File: config.mk
export PLATFORM = sky130hd
export DESIGN_NAME = sysclk_ctrl
export DESIGN_NICKNAME = d
export VERILOG_FILES = /design/src/rtl/sysclk_pkg.sv /design/src/rtl/sc_ctrl_reg.sv /design/src/rtl/sc_warmup.sv /design/src/rtl/sc_divider.sv /design/src/rtl/sysclk_ctrl.sv
export SDC_FILE = /design/constraint.sdc
export NUM_CORES = 1
export LEC_CHECK = 0
export CORE_MARGIN = 3
export CORE_UTILIZATION = 55
export DETAILED_ROUTE_END_ITERATION = 6
export PLACE_DENSITY_LB_ADDON = 0.08
export RECOVER_POWER = 25
export SYNTH_ARGS = -nofsm -noshare
export SYNTH_HDL_FRONTEND = slang
export SYNTH_SLANG_ARGS = --single-unit
File: constraint.sdc
create_clock -name clk -period 2.2 [get_ports clk]
set_input_delay 0.33 -clock clk [delete_from_list [all_inputs] [get_ports clk]]
set_output_delay 0.33 -clock clk [all_outputs]
set_load 0.005 [all_outputs]
File: src/rtl/sysclk_pkg.sv
// Shared types and helpers for the system clock change controller.
// Assumes: rate code 111 selects the sub-clock; 101 and 110 are unused.
package sysclk_pkg;

    typedef enum logic [1:0] {
        ST_RUN  = 2'd0,
        ST_STOP = 2'd1,
        ST_WARM = 2'd2
    } sc_state_e;

    localparam logic [2:0] SEL_SUB = 3'b111;

    // True for a rate code that may be stored
    function automatic logic sel_legal(input logic [2:0] s);
        return !(s == 3'b101 || s == 3'b110);
    endfunction

endpackage

File: src/rtl/sc_ctrl_reg.sv
// Control register: masks the reserved bit and keeps the old rate field
// when a reserved rate code is written. Assumes a one-cycle write strobe.
module sc_ctrl_reg (
    input  logic       clk,
    input  logic       rst_n,
    input  logic       wr_en,
    input  logic [7:0] wr_data,
    output logic [7:0] ctrl_q
);
    import sysclk_pkg::*;

    logic [2:0] sel_next;

    // Pick the rate field to store
    always_comb begin
        sel_next = sel_legal(wr_data[5:3]) ? wr_data[5:3] : ctrl_q[5:3];
    end

    // Register update on write
    always_ff @(posedge clk) begin
        if (!rst_n)
            ctrl_q <= 8'h00;
        else if (wr_en)
            ctrl_q <= {wr_data[7:6], sel_next, 1'b0, wr_data[1:0]};
    end

    p_wr_update_r2: assert property (@(posedge clk) disable iff (!rst_n)
        wr_en |=> (ctrl_q[7:6] == $past(wr_data[7:6]) && ctrl_q[1:0] == $past(wr_data[1:0])));

    p_reserved_bit_r2: assert property (@(posedge clk) disable iff (!rst_n)
        wr_en |=> (ctrl_q[2] == 1'b0));

    p_sel_kept_r3: assert property (@(posedge clk) disable iff (!rst_n)
        (wr_en && !sel_legal(wr_data[5:3])) |=> $stable(ctrl_q[5:3]));

endmodule

File: src/rtl/sc_warmup.sv
// STOP / warm-up sequencer. stop_req while running enters STOP and
// commits the rate when enabled. wake_evt in STOP starts a warm-up of
// 2^(WU_BASE+3-code) main-clock cycles, then running resumes.
module sc_warmup #(
    parameter int WU_BASE = 15
) (
    input  logic                  clk,
    input  logic                  rst_n,
    input  logic                  stop_req,
    input  logic                  wake_evt,
    input  logic                  chg_en,
    input  logic [1:0]            wu_code,
    output sysclk_pkg::sc_state_e state,
    output logic                  commit,
    output logic                  ready
);
    import sysclk_pkg::*;

    localparam int WCW = WU_BASE + 4;

    logic [WCW-1:0] wcnt;
    logic [WCW-1:0] term;

    // Terminal count for the selected warm-up length
    always_comb begin
        term = WCW'((1 << (WU_BASE + 3 - int'(wu_code))) - 1);
    end

    // Commit strobe and ready flag
    always_comb begin
        commit = (state == ST_RUN) && stop_req && chg_en;
        ready  = (state == ST_RUN);
    end

    // State and warm-up counter
    always_ff @(posedge clk) begin
        if (!rst_n) begin
            state <= ST_RUN;
            wcnt  <= '0;
        end else begin
            case (state)
                ST_RUN:  if (stop_req) state <= ST_STOP;
                ST_STOP: if (wake_evt) begin
                    state <= ST_WARM;
                    wcnt  <= '0;
                end
                ST_WARM: if (wcnt == term) state <= ST_RUN;
                         else wcnt <= wcnt + 1'b1;
                default: state <= ST_RUN;
            endcase
        end
    end

    p_warm_done_r8: assert property (@(posedge clk) disable iff (!rst_n)
        (state == ST_WARM && wcnt == term) |=> ready);

    p_stop_hold_r7: assert property (@(posedge clk) disable iff (!rst_n)
        (state == ST_STOP && !wake_evt) |=> (state == ST_STOP));

    p_stop_in_warm_r9: assert property (@(posedge clk) disable iff (!rst_n)
        (state == ST_WARM && stop_req) |=> (state != ST_STOP));

endmodule

File: src/rtl/sc_divider.sv
// System clock enable generator. Main codes 0..DIV_W-1 divide by
// 2^(DIV_W-code); code 111 emits on every second sub_tick. Counters
// are held at zero while not running.
module sc_divider #(
    parameter int DIV_W = 5
) (
    input  logic       clk,
    input  logic       rst_n,
    input  logic       run,
    input  logic [2:0] sel,
    input  logic       sub_tick,
    output logic       sys_en
);
    import sysclk_pkg::*;

    logic [DIV_W-1:0] dcnt;
    logic [DIV_W-1:0] lim;
    logic             sub_tog;
    logic             is_sub;

    // Last count of the main-clock period
    always_comb begin
        is_sub = (sel == SEL_SUB);
        lim    = is_sub ? '0 : DIV_W'((1 << (DIV_W - int'(sel))) - 1);
        sys_en = run && (is_sub ? (sub_tick && sub_tog) : (dcnt == lim));
    end

    // Free-running counters, cleared outside the running state
    always_ff @(posedge clk) begin
        if (!rst_n || !run) begin
            dcnt    <= '0;
            sub_tog <= 1'b0;
        end else begin
            dcnt <= (dcnt == lim) ? '0 : dcnt + 1'b1;
            if (sub_tick) sub_tog <= !sub_tog;
        end
    end

    p_single_pulse_r4: assert property (@(posedge clk) disable iff (!rst_n)
        (sys_en && !is_sub && $stable(sel)) |=> !sys_en);

    p_sub_on_tick_r5: assert property (@(posedge clk) disable iff (!rst_n)
        (sys_en && is_sub) |-> sub_tick);

endmodule

File: src/rtl/sysclk_ctrl.sv
// Top of the system clock change controller. Holds the active rate,
// which is loaded from the control register only on a committed STOP.
module sysclk_ctrl #(
    parameter int WU_BASE = 15,
    parameter int DIV_W   = 5
) (
    input  logic       clk,
    input  logic       rst_n,
    input  logic       wr_en,
    input  logic [7:0] wr_data,
    output logic [7:0] rd_data,
    input  logic       sub_tick,
    input  logic       stop_req,
    input  logic       wake_evt,
    output logic       sys_en,
    output logic       ready,
    output logic       main_osc_en
);
    import sysclk_pkg::*;

    logic [7:0] ctrl_q;
    logic [2:0] act_sel;
    logic       commit;
    sc_state_e  state;

    sc_ctrl_reg u_reg (
        .clk(clk), .rst_n(rst_n), .wr_en(wr_en), .wr_data(wr_data), .ctrl_q(ctrl_q)
    );

    sc_warmup #(.WU_BASE(WU_BASE)) u_warm (
        .clk(clk), .rst_n(rst_n), .stop_req(stop_req), .wake_evt(wake_evt),
        .chg_en(ctrl_q[7]), .wu_code(ctrl_q[1:0]), .state(state),
        .commit(commit), .ready(ready)
    );

    sc_divider #(.DIV_W(DIV_W)) u_div (
        .clk(clk), .rst_n(rst_n), .run(ready), .sel(act_sel),
        .sub_tick(sub_tick), .sys_en(sys_en)
    );

    // Active rate, loaded on a committed STOP
    always_ff @(posedge clk) begin
        if (!rst_n)
            act_sel <= 3'b000;
        else if (commit)
            act_sel <= ctrl_q[5:3];
    end

    // Read-back and oscillator enable
    always_comb begin
        rd_data     = ctrl_q;
        main_osc_en = !(ctrl_q[6] && act_sel == SEL_SUB);
    end

    p_no_commit_r6: assert property (@(posedge clk) disable iff (!rst_n)
        (stop_req && !ctrl_q[7]) |=> $stable(act_sel));

    p_quiet_when_held_r7: assert property (@(posedge clk) disable iff (!rst_n)
        !ready |-> !sys_en);

    p_stop_entry_r6: assert property (@(posedge clk) disable iff (!rst_n)
        (ready && stop_req) |=> !ready);

    p_osc_r11: assert property (@(posedge clk) disable iff (!rst_n)
        (ctrl_q[6] && act_sel == SEL_SUB) |-> !main_osc_en);

endmodule

== Yosys cells after proc, flatten, opt, wreduce, memory -nomap -nowiden ==
Index checks and enable logic that the tools add are counted.

* Bits in latches: 0
* Input bits: 14
* Register bits: 37
* Memories: 0
* Bits in writable memories: 0
* Memory bits (read-only): 0

* Bitwise operators: 1
* Magnitude comparators: 0
* Divide/modulo/power cells: 0
* Multiply operators: 0
* Shift operators: 2
* Mux-type cells: 9
* Add/subtract/negate cells: 6
* Equal/unequal tests: 11
* Reduce and logical (&&, ||, !) cells: 17

{| class="wikitable"
|+ Operator list
! operator !! number
|-
| 19-bit two-way mux || 2
|-
| 19-bit case mux with 2 select lines || 1
|-
| 1-bit by 32-bit left shift with 19-bit output, first input constant || 1
|-
| 1-bit by 32-bit left shift with 5-bit output, first input constant || 1
|-
| 19-bit by 1-bit adder with 19-bit output, second input constant || 1
|-
| 19-bit equality test || 1
|-
| 19-bit by 2-bit subtractor with 19-bit output, second input constant || 1
|-
| 3-bit equality test, second input constant || 3
|-
| 2-bit two-way mux || 3
|-
| 2-bit != test, second input constant || 3
|-
| 2-bit case mux with 3 select lines || 1
|-
| 3-bit AND reduction || 2
|-
| 5-bit by 2-bit subtractor with 6-bit output, first input constant || 1
|-
| 5-bit by 1-bit adder with 5-bit output, second input constant || 1
|-
| 5-bit equality test || 1
|-
| 1-bit logical AND || 5
|-
| 5-bit two-way mux || 1
|-
| 5-bit by 2-bit subtractor with 5-bit output, second input constant || 1
|-
| 1-bit zero test || 4
|-
| 3-bit by 3-bit subtractor with 4-bit output, first input constant || 1
|-
| 2-bit by 1-bit equality test with 1-bit output, second input constant || 1
|-
| 2-bit equality test, second input constant || 1
|-
| 2-bit zero test || 1
|-
| 1-bit logical OR || 2
|-
| 6 further kinds || 6
|}

== Longest topological paths before layout ==
Gate-level depths: netlist (run 1).

* Word-level depth: 7
* Depth in mapped cells: 9
* Depth with buffers taken out: 8

== By module ==
A second synthesis (run 1) with hierarchy kept.

* Cell total of the unflattened synthesis: 243
* Area total of the unflattened synthesis: 2179.6 um^2

{| class="wikitable"
|+ By module, submodules not included
! module !! instances !! cells each !! area each (um^2) !! sequential area each (um^2)
|-
| sc_warmup || 1 || 146 || 1237.4 || 420.4
|-
| sc_divider || 1 || 54 || 513.0 || 120.1
|-
| sc_ctrl_reg || 1 || 33 || 314.1 || 140.1
|-
| sysclk_ctrl || 1 || 10 || 115.1 || 60.1
|}

== Worst setup path after synthesis (run 1) ==
Ideal clock, no wire load.

* Path kind: register to output
* Start point: register act_sel[1]
* End point: output sys_en
* Required time: 1.870 ns
* Setup slack: 0.194 ns
* Path buffers: 1
* Data arrival time: 1.676 ns
* Stages on the path, launching flop included: 9
* Cell sequence: dfxtp_1 buf_2 inv_1 ha_1 nor3_1 o21ai_0 a221o_1 o2111ai_1 o21ai_0

* Cells in the longest elaborated chain, start to end: 7

{| class="wikitable"
|+ Ends and longest elaborated chain
! item !! line !! text
|-
| from (decl) || sysclk_ctrl.sv:22 || <nowiki>logic [2:0] act_sel;</nowiki>
|-
| from (signal assigned) || sysclk_ctrl.sv:46 || <nowiki>act_sel <= ctrl_q[5:3];</nowiki>
|-
| 3-bit by 3-bit subtractor with 4-bit output || sc_divider.sv:24 || <nowiki>lim = is_sub ? '0 : DIV_W'((1 << (DIV_W - int'(sel))) - 1);</nowiki>
|-
| 1-bit by 32-bit left shift with 5-bit output || sc_divider.sv:24 ||
|-
| 5-bit by 2-bit subtractor with 5-bit output || sc_divider.sv:24 ||
|-
| 5-bit two-way mux || sc_divider.sv:24 ||
|-
| 5-bit equality test || sc_divider.sv:25 || <nowiki>sys_en = run && (is_sub ? (sub_tick && sub_tog) : (dcnt == lim));</nowiki>
|-
| 1-bit two-way mux (*) || sc_divider.sv:25 ||
|-
| 1-bit logical AND (*) || sc_divider.sv:25 ||
|-
| to (decl) || sysclk_ctrl.sv:15 || <nowiki>output logic sys_en,</nowiki>
|}

Mark *: on every way between the ends. The rest lies on a longest branch, timed or not.

== Final worst setup path (run 1) ==
Ends and elaborated chain as after synthesis.

==> impl_metrics.ini, run 1 <==
[logic_synthesis]
yosysTopAreaCell = dfxtp_1
synth_area_um2 = 1960
yosysSeqAreaShare = 0.377
syn-num-nets = 254
synth.top_cell.area_share = 0.377
avgSynthCellArea_um2 = 8.32
syn_inst = 236
synth_seq_cells = 37
ys_types = 48
yosysWarnings = 0
ys_top_cells_by_area = dfxtp_1, mux2i_1, a21oi_1

[run]
maxCapViolCount = 0

[routing]
drt_iter0_markers = 103
firstDrtPassIters = 4
drtAntennaViolNets = 0
via_per_inst = 5.52
dr_total_vias = 1723
wirelength_um = 4040
drc = 0
wire_per_inst_um = 12.9

[die]
die_area_um2 = 4320
die_w_um = 65.8
pin_count = 25
die_y_um = 65.8
core-area_um2 = 3390
rows = 21
start_util = 0.580

[power_and_ir_drop]
peakVddDrop_v = 0.000331
p_leak_nw = 0.859
cellPowerDensity_nw_per_um2 = 515

[cells_and_area]
final_common_cell = dfxtp_1
drive_gt1_frac = 0.120
instances_no_fill = 312
nNetsFinal = 284
area_growth_pct = 20.1
final_cell_mix = dfxtp_1, nand2_1, clkdlybuf4s50_1
diodes = 0

[critical_path]
r2r-start = u_warm.wcnt[0]
crit_buf_inv = 2
cp-end-kind = primary output
slowest_stage = a2111oi_2
cpPeakStageDelay_ps = 350
path_max_fanout = 3
critical_path.top_delay_family = compound AO/OA/AOI/OAI gates
critPathLaunchType = flop
regToRegEndpoint = u_warm.wcnt[18]
rrSetupSlack_ps = 200
crit_type = flop to primary output
arrival_ps = 1850
reg2reg_depth = 6
cp.required_ps = 1870
worstPathCellList = inv_2, ha_4, or2_4, a21oi_2, a2111oi_2, o2111ai_1, o21ai_1, buf_2

[worst_hold_path]
worstHoldPathCells = 1
min_from = u_warm.state[1]
min_to = u_warm.state[0]
worstHoldPathType = flop to flop

[timing]
max_freq_mhz = 459
rsz0062_at_grt = true
fin_tns_setup_ps = 0
drv_slew = 0
fin_skew_ps = 9.47
hold_viol = 0
fin_crit_sh = 0.989
relSlewSlack = 0.584
layout_min_cycle_time_ps = 2180
setup_violations = 0
tightest_slew_ps = 619

[placed_design]
dp_cells = 305
hpwl_um = 2860
place_congestion = 0.794
port_buffers = 22

[clock_tree]
cts_buffers = 5
clk_pin_slew_worst_paths_ps = 100
clock-sinks = 37
cts_tree = yes
cts.htree.levels = 2
cts-root-buf = clkbuf_4
post_cts_buffers = 0
clk_latency_ps = 340
clockBufferDepth = 2

[global_route]
overflow = 0
grt_start_max_net_pins = 18
grt_pass1_vias = 1645
antenna_found_initial = 0
grt_usage = 0.211
grt_pass1_wl_um = 7130

[status]
status = finished clean
[synth_stat cells, drive strengths merged]
library cell	count
nand2	20
o22a	1
mux2i	11
a31oi	2
xnor2	6
and2	4
and4	1
nor2	19
or2	2
a221o	1
o21ai	16
buf	4
nor4	2
ha	4
or3b	1
inv	11
o22ai	1
nand4	9
nand4b	1
a31o	1
o211ai	2
xor2	7
or4bb	2
a21boi	3
a21oi	16
clkbuf	4
conb	1
a2111oi	1
and3	5
a21o	1
nand3b	1
dfxtp	37
nor3b	1
o2111ai	1
nor2b	8
nor3	2
or3	8
nand2b	5
nand3	14
[through the flow]
step           hold slack (ps)  cell area (µm²)  power, mW  worst slack [ps]   util
2_1_floorplan              435             1960      0.794               194      -
3_3_place_gp               463             2270      0.861              -177  0.669
3_5_place_dp               454             2270      0.865              -158  0.669
4_1_cts                    473             2350       1.23              10.1  0.694
5_1_grt                    517             2360       1.28              -153  0.696
6_report                   469             2360       1.22              23.6  0.696
[report_power, final]
| part | switching, mW | internal [mW] | leakage (nW) | total, mW |
|---|---|---|---|---|
| logic | 0.0645 | 0.0800 | 0.527 | 0.144 |
| registers | 0.0201 | 0.688 | 0.301 | 0.708 |
| clock network | 0.212 | 0.151 | 0.0314 | 0.363 |
| total | 0.297 | 0.919 | 0.859 | 1.22 |
[how the worst max path moves through the flow]
stage                    start  cells after the start      to
global placement    act_sel[1]                      8  sys_en
finish              act_sel[1]                      8  sys_en
CTS                 act_sel[1]                      8  sys_en
floorplan           act_sel[1]                      8  sys_en
detailed placement  act_sel[1]                      8  sys_en
global route        act_sel[1]                      8  sys_en
[layout make-up]
class	instances	area (µm²)
Inverter	11	41.3
Fill cell	282	1030
Sequential cell	37	742
Clock buffer	7	55.1
Timing Repair Buffer	31	283
Multi-Input combinational cell	180	1180
Tap cell	46	57.6
[flip-flops by register name (all words and copies together), names as in the netlist]
name	cells
u_div.dcnt	5
u_warm.wcnt	19
u_warm.state	2
u_reg.ctrl_q	7
act_sel	3
u_div.sub_tog	1
[layer usage]
layer | share of wire | up-vias | track usage
met5 | 0 | - | 0
met4 | 0.015 | 0 | 0.0881
met3 | 0.044 | 6 | 0.0564
met2 | 0.46 | 41 | 0.332
met1 | 0.48 | 788 | 0.272
li1 | - | 888 | -
[cells by family (layout without fill, tap and decap cells)]
family | count (synthesis) | in the layout | synth area share
compound gates | 46 | 46 | 0.142
xor+xnor | 13 | 13 | 0.0580
fa+ha+maj | 4 | 4 | 0.0255
buf+inv | 19 | 49 | 0.0427
flops | 37 | 37 | 0.377
mux | 11 | 11 | 0.0561
other cells | 1 | 1 | 0.00191
simple gates | 105 | 105 | 0.297
[repair_timing]
action | CTS | global route
setup endpoints to repair | 1 | 5
hold buffers | 0 | 0
pin swaps | 4 | 0
resized for setup | 15 | 2
Note: power is estimated with default switching activity, not from simulation.
==> inputs of run 2 (changes only) <==
--- a/config.mk
+++ b/config.mk
@@ -10,6 +10,8 @@
 export DETAILED_ROUTE_END_ITERATION = 6
 export PLACE_DENSITY_LB_ADDON = 0.08
 export RECOVER_POWER = 25
+export REMOVE_ABC_BUFFERS = 1
+export SETUP_SLACK_MARGIN = 0.15
 export SYNTH_ARGS = -nofsm -noshare
 export SYNTH_HDL_FRONTEND = slang
 export SYNTH_SLANG_ARGS = --single-unit
==> impl_metrics.ini, run 2 (synthesis results as in run 1) <==
[timing]
hold_viol = 0
max_freq_mhz = 457
rsz0062_at_grt = true
layout_min_cycle_time_ps = 2190
fin_skew_ps = 12.2
fin_crit_sh = 0.994
drv_slew = 0
setup_violations = 0
fin_tns_setup_ps = 0

[critical_path]
path_max_fanout = 3
endpoint = sys_en
startpoint = act_sel[1]
cp.required_ps = 1870
arrival_ps = 1860
crit_type = flop to primary output
r2r-start = u_warm.wcnt[1]
cp-end-kind = primary output
reg2reg_depth = 6
rrSetupSlack_ps = 260
cpPeakStageDelay_ps = 350
critPathLaunchType = flop
regToRegEndpoint = u_warm.wcnt[16]
slowest_stage = dfxtp_2
worstPathCellList = inv_2, ha_4, or2_4, a21oi_2, a2111oi_4, o2111ai_2, o21ai_1, buf_2

[global_route]
grt_usage = 0.211
antenna_found_initial = 0
grt_start_max_net_pins = 15
overflow = 0
grt_pass1_wl_um = 7140
grt_pass1_vias = 1613

[worst_hold_path]
min_from = u_warm.state[1]
worstHoldPathType = flop to flop

[power_and_ir_drop]
p_sw_frac = 0.255
p_comb_frac = 0.124
p_leak_nw = 0.863
cellPowerDensity_nw_per_um2 = 485
power_frac_seq = 0.603
p_switching_mw = 0.300
internal-power_mw = 0.878
peakVddDrop_v = 0.000393
clkPwrFrac = 0.273

[die]
start_util = 0.580
pin_count = 25
core-area_um2 = 3390
die_y_um = 65.8
rows = 21
die_w_um = 65.8
die_area_um2 = 4320

[run]
maxCapViolCount = 0

[routing]
firstDrtPassIters = 4
drc = 0
via_per_inst = 5.50
wire_per_inst_um = 13.4
drt_iter0_markers = 95
dr_total_vias = 1710
drtAntennaViolNets = 0
wirelength_um = 4170

[cells_and_area]
top_regs = u_warm.wcnt (19), u_reg.ctrl_q (7), u_div.dcnt (5)
instances_no_fill = 311
drive_gt1_frac = 0.174
final_cell_mix = dfxtp_1, nand2_1, clkdlybuf4s50_1
nNetsFinal = 284
regArea_um2 = 749
area_growth_pct = 23.7
largest_reg_flops = 19
fill_cells = 275
diodes = 0
multiInputGateArea_um2 = 1260
max_flop_register = u_warm.wcnt
final_common_cell = dfxtp_1

[clock_tree]
clk_pin_slew_worst_paths_ps = 100
post_cts_buffers = 0
clk_latency_ps = 340
postCtsHoldBufs = 0
cts_tree = yes
clock-sinks = 37
cts_buffers = 5
clockBufferDepth = 2
cts.htree.levels = 2
cts-root-buf = clkbuf_4

[status]
status = finished clean

[placed_design]
port_buffers = 22
dp_cells = 305
hpwl_um = 2770
place_congestion = 0.812
run 2: final cells by class:
type,count,share of cell area
multi-input combinational,180,0.517
tap,46,0.0237
sequential,37,0.308
clock buffer,5,0.0154
clock inverter,1,0.00206
timing repair buffer,31,0.116
inverter,11,0.0170
run 2: what timing repair did:
action / 4_1_cts / 5_1_grt
resized for setup: 21 / 17
endpoints found under the hold margin: 0 / 0
pin swaps: 7 / 3
endpoints found under the setup margin: 4 / 21
run 2: worst min path at each step:
stage,endpoint,slack [ps],cells past startpoint
final,u_warm.state[0],480,1
after global routing,u_warm.state[0],500,1
after CTS,u_warm.state[0],480,1
after detailed placement,u_warm.state[0],470,1
after global placement,u_div.dcnt[0],460,1
after floorplan,u_warm.state[0],440,1
run 2: metal layers:
metal,routed length (µm),GRT usage
met1,2020,0.286
met2,1860,0.312
met3,179,0.0547
met4,102,0.0959
met5,0,0
run 2: worst max-delay path: cells and delay by family (launching register included):
kind                     cells  cell delay (ps)
buffers and inverters        2              180
flip-flops                   1              350
AND/OR/NAND/NOR              1              130
AO/OA/AOI/OAI                4              710
adder cells (fa/ha/maj)      1              130
run 2: metrics by stage:
step / hold slack (ps) / worst slack, ps / instance area [µm²] / power (mW) / utilization
final: 478 / 14.0 / 2430 / 1.18 / 0.717
after global routing: 499 / -148 / 2430 / 1.23 / 0.717
after floorplan: 435 / 212 / 1920 / 0.786 / -
after detailed placement: 466 / -168 / 2270 / 0.862 / 0.669
after CTS: 478 / 12.8 / 2360 / 1.19 / 0.697
after global placement: 464 / -169 / 2270 / 0.861 / 0.669
run 2: power groups by stage:
| stage | combinational (mW) | clock [mW] | sequential (mW) |
|---|---|---|---|
| after floorplan | 0.0646 | 0 | 0.721 |
| after global placement | 0.138 | 0 | 0.723 |
| after detailed placement | 0.139 | 0 | 0.723 |
| after CTS | 0.144 | 0.333 | 0.709 |
| after global routing | 0.163 | 0.357 | 0.714 |
| final | 0.146 | 0.322 | 0.710 |
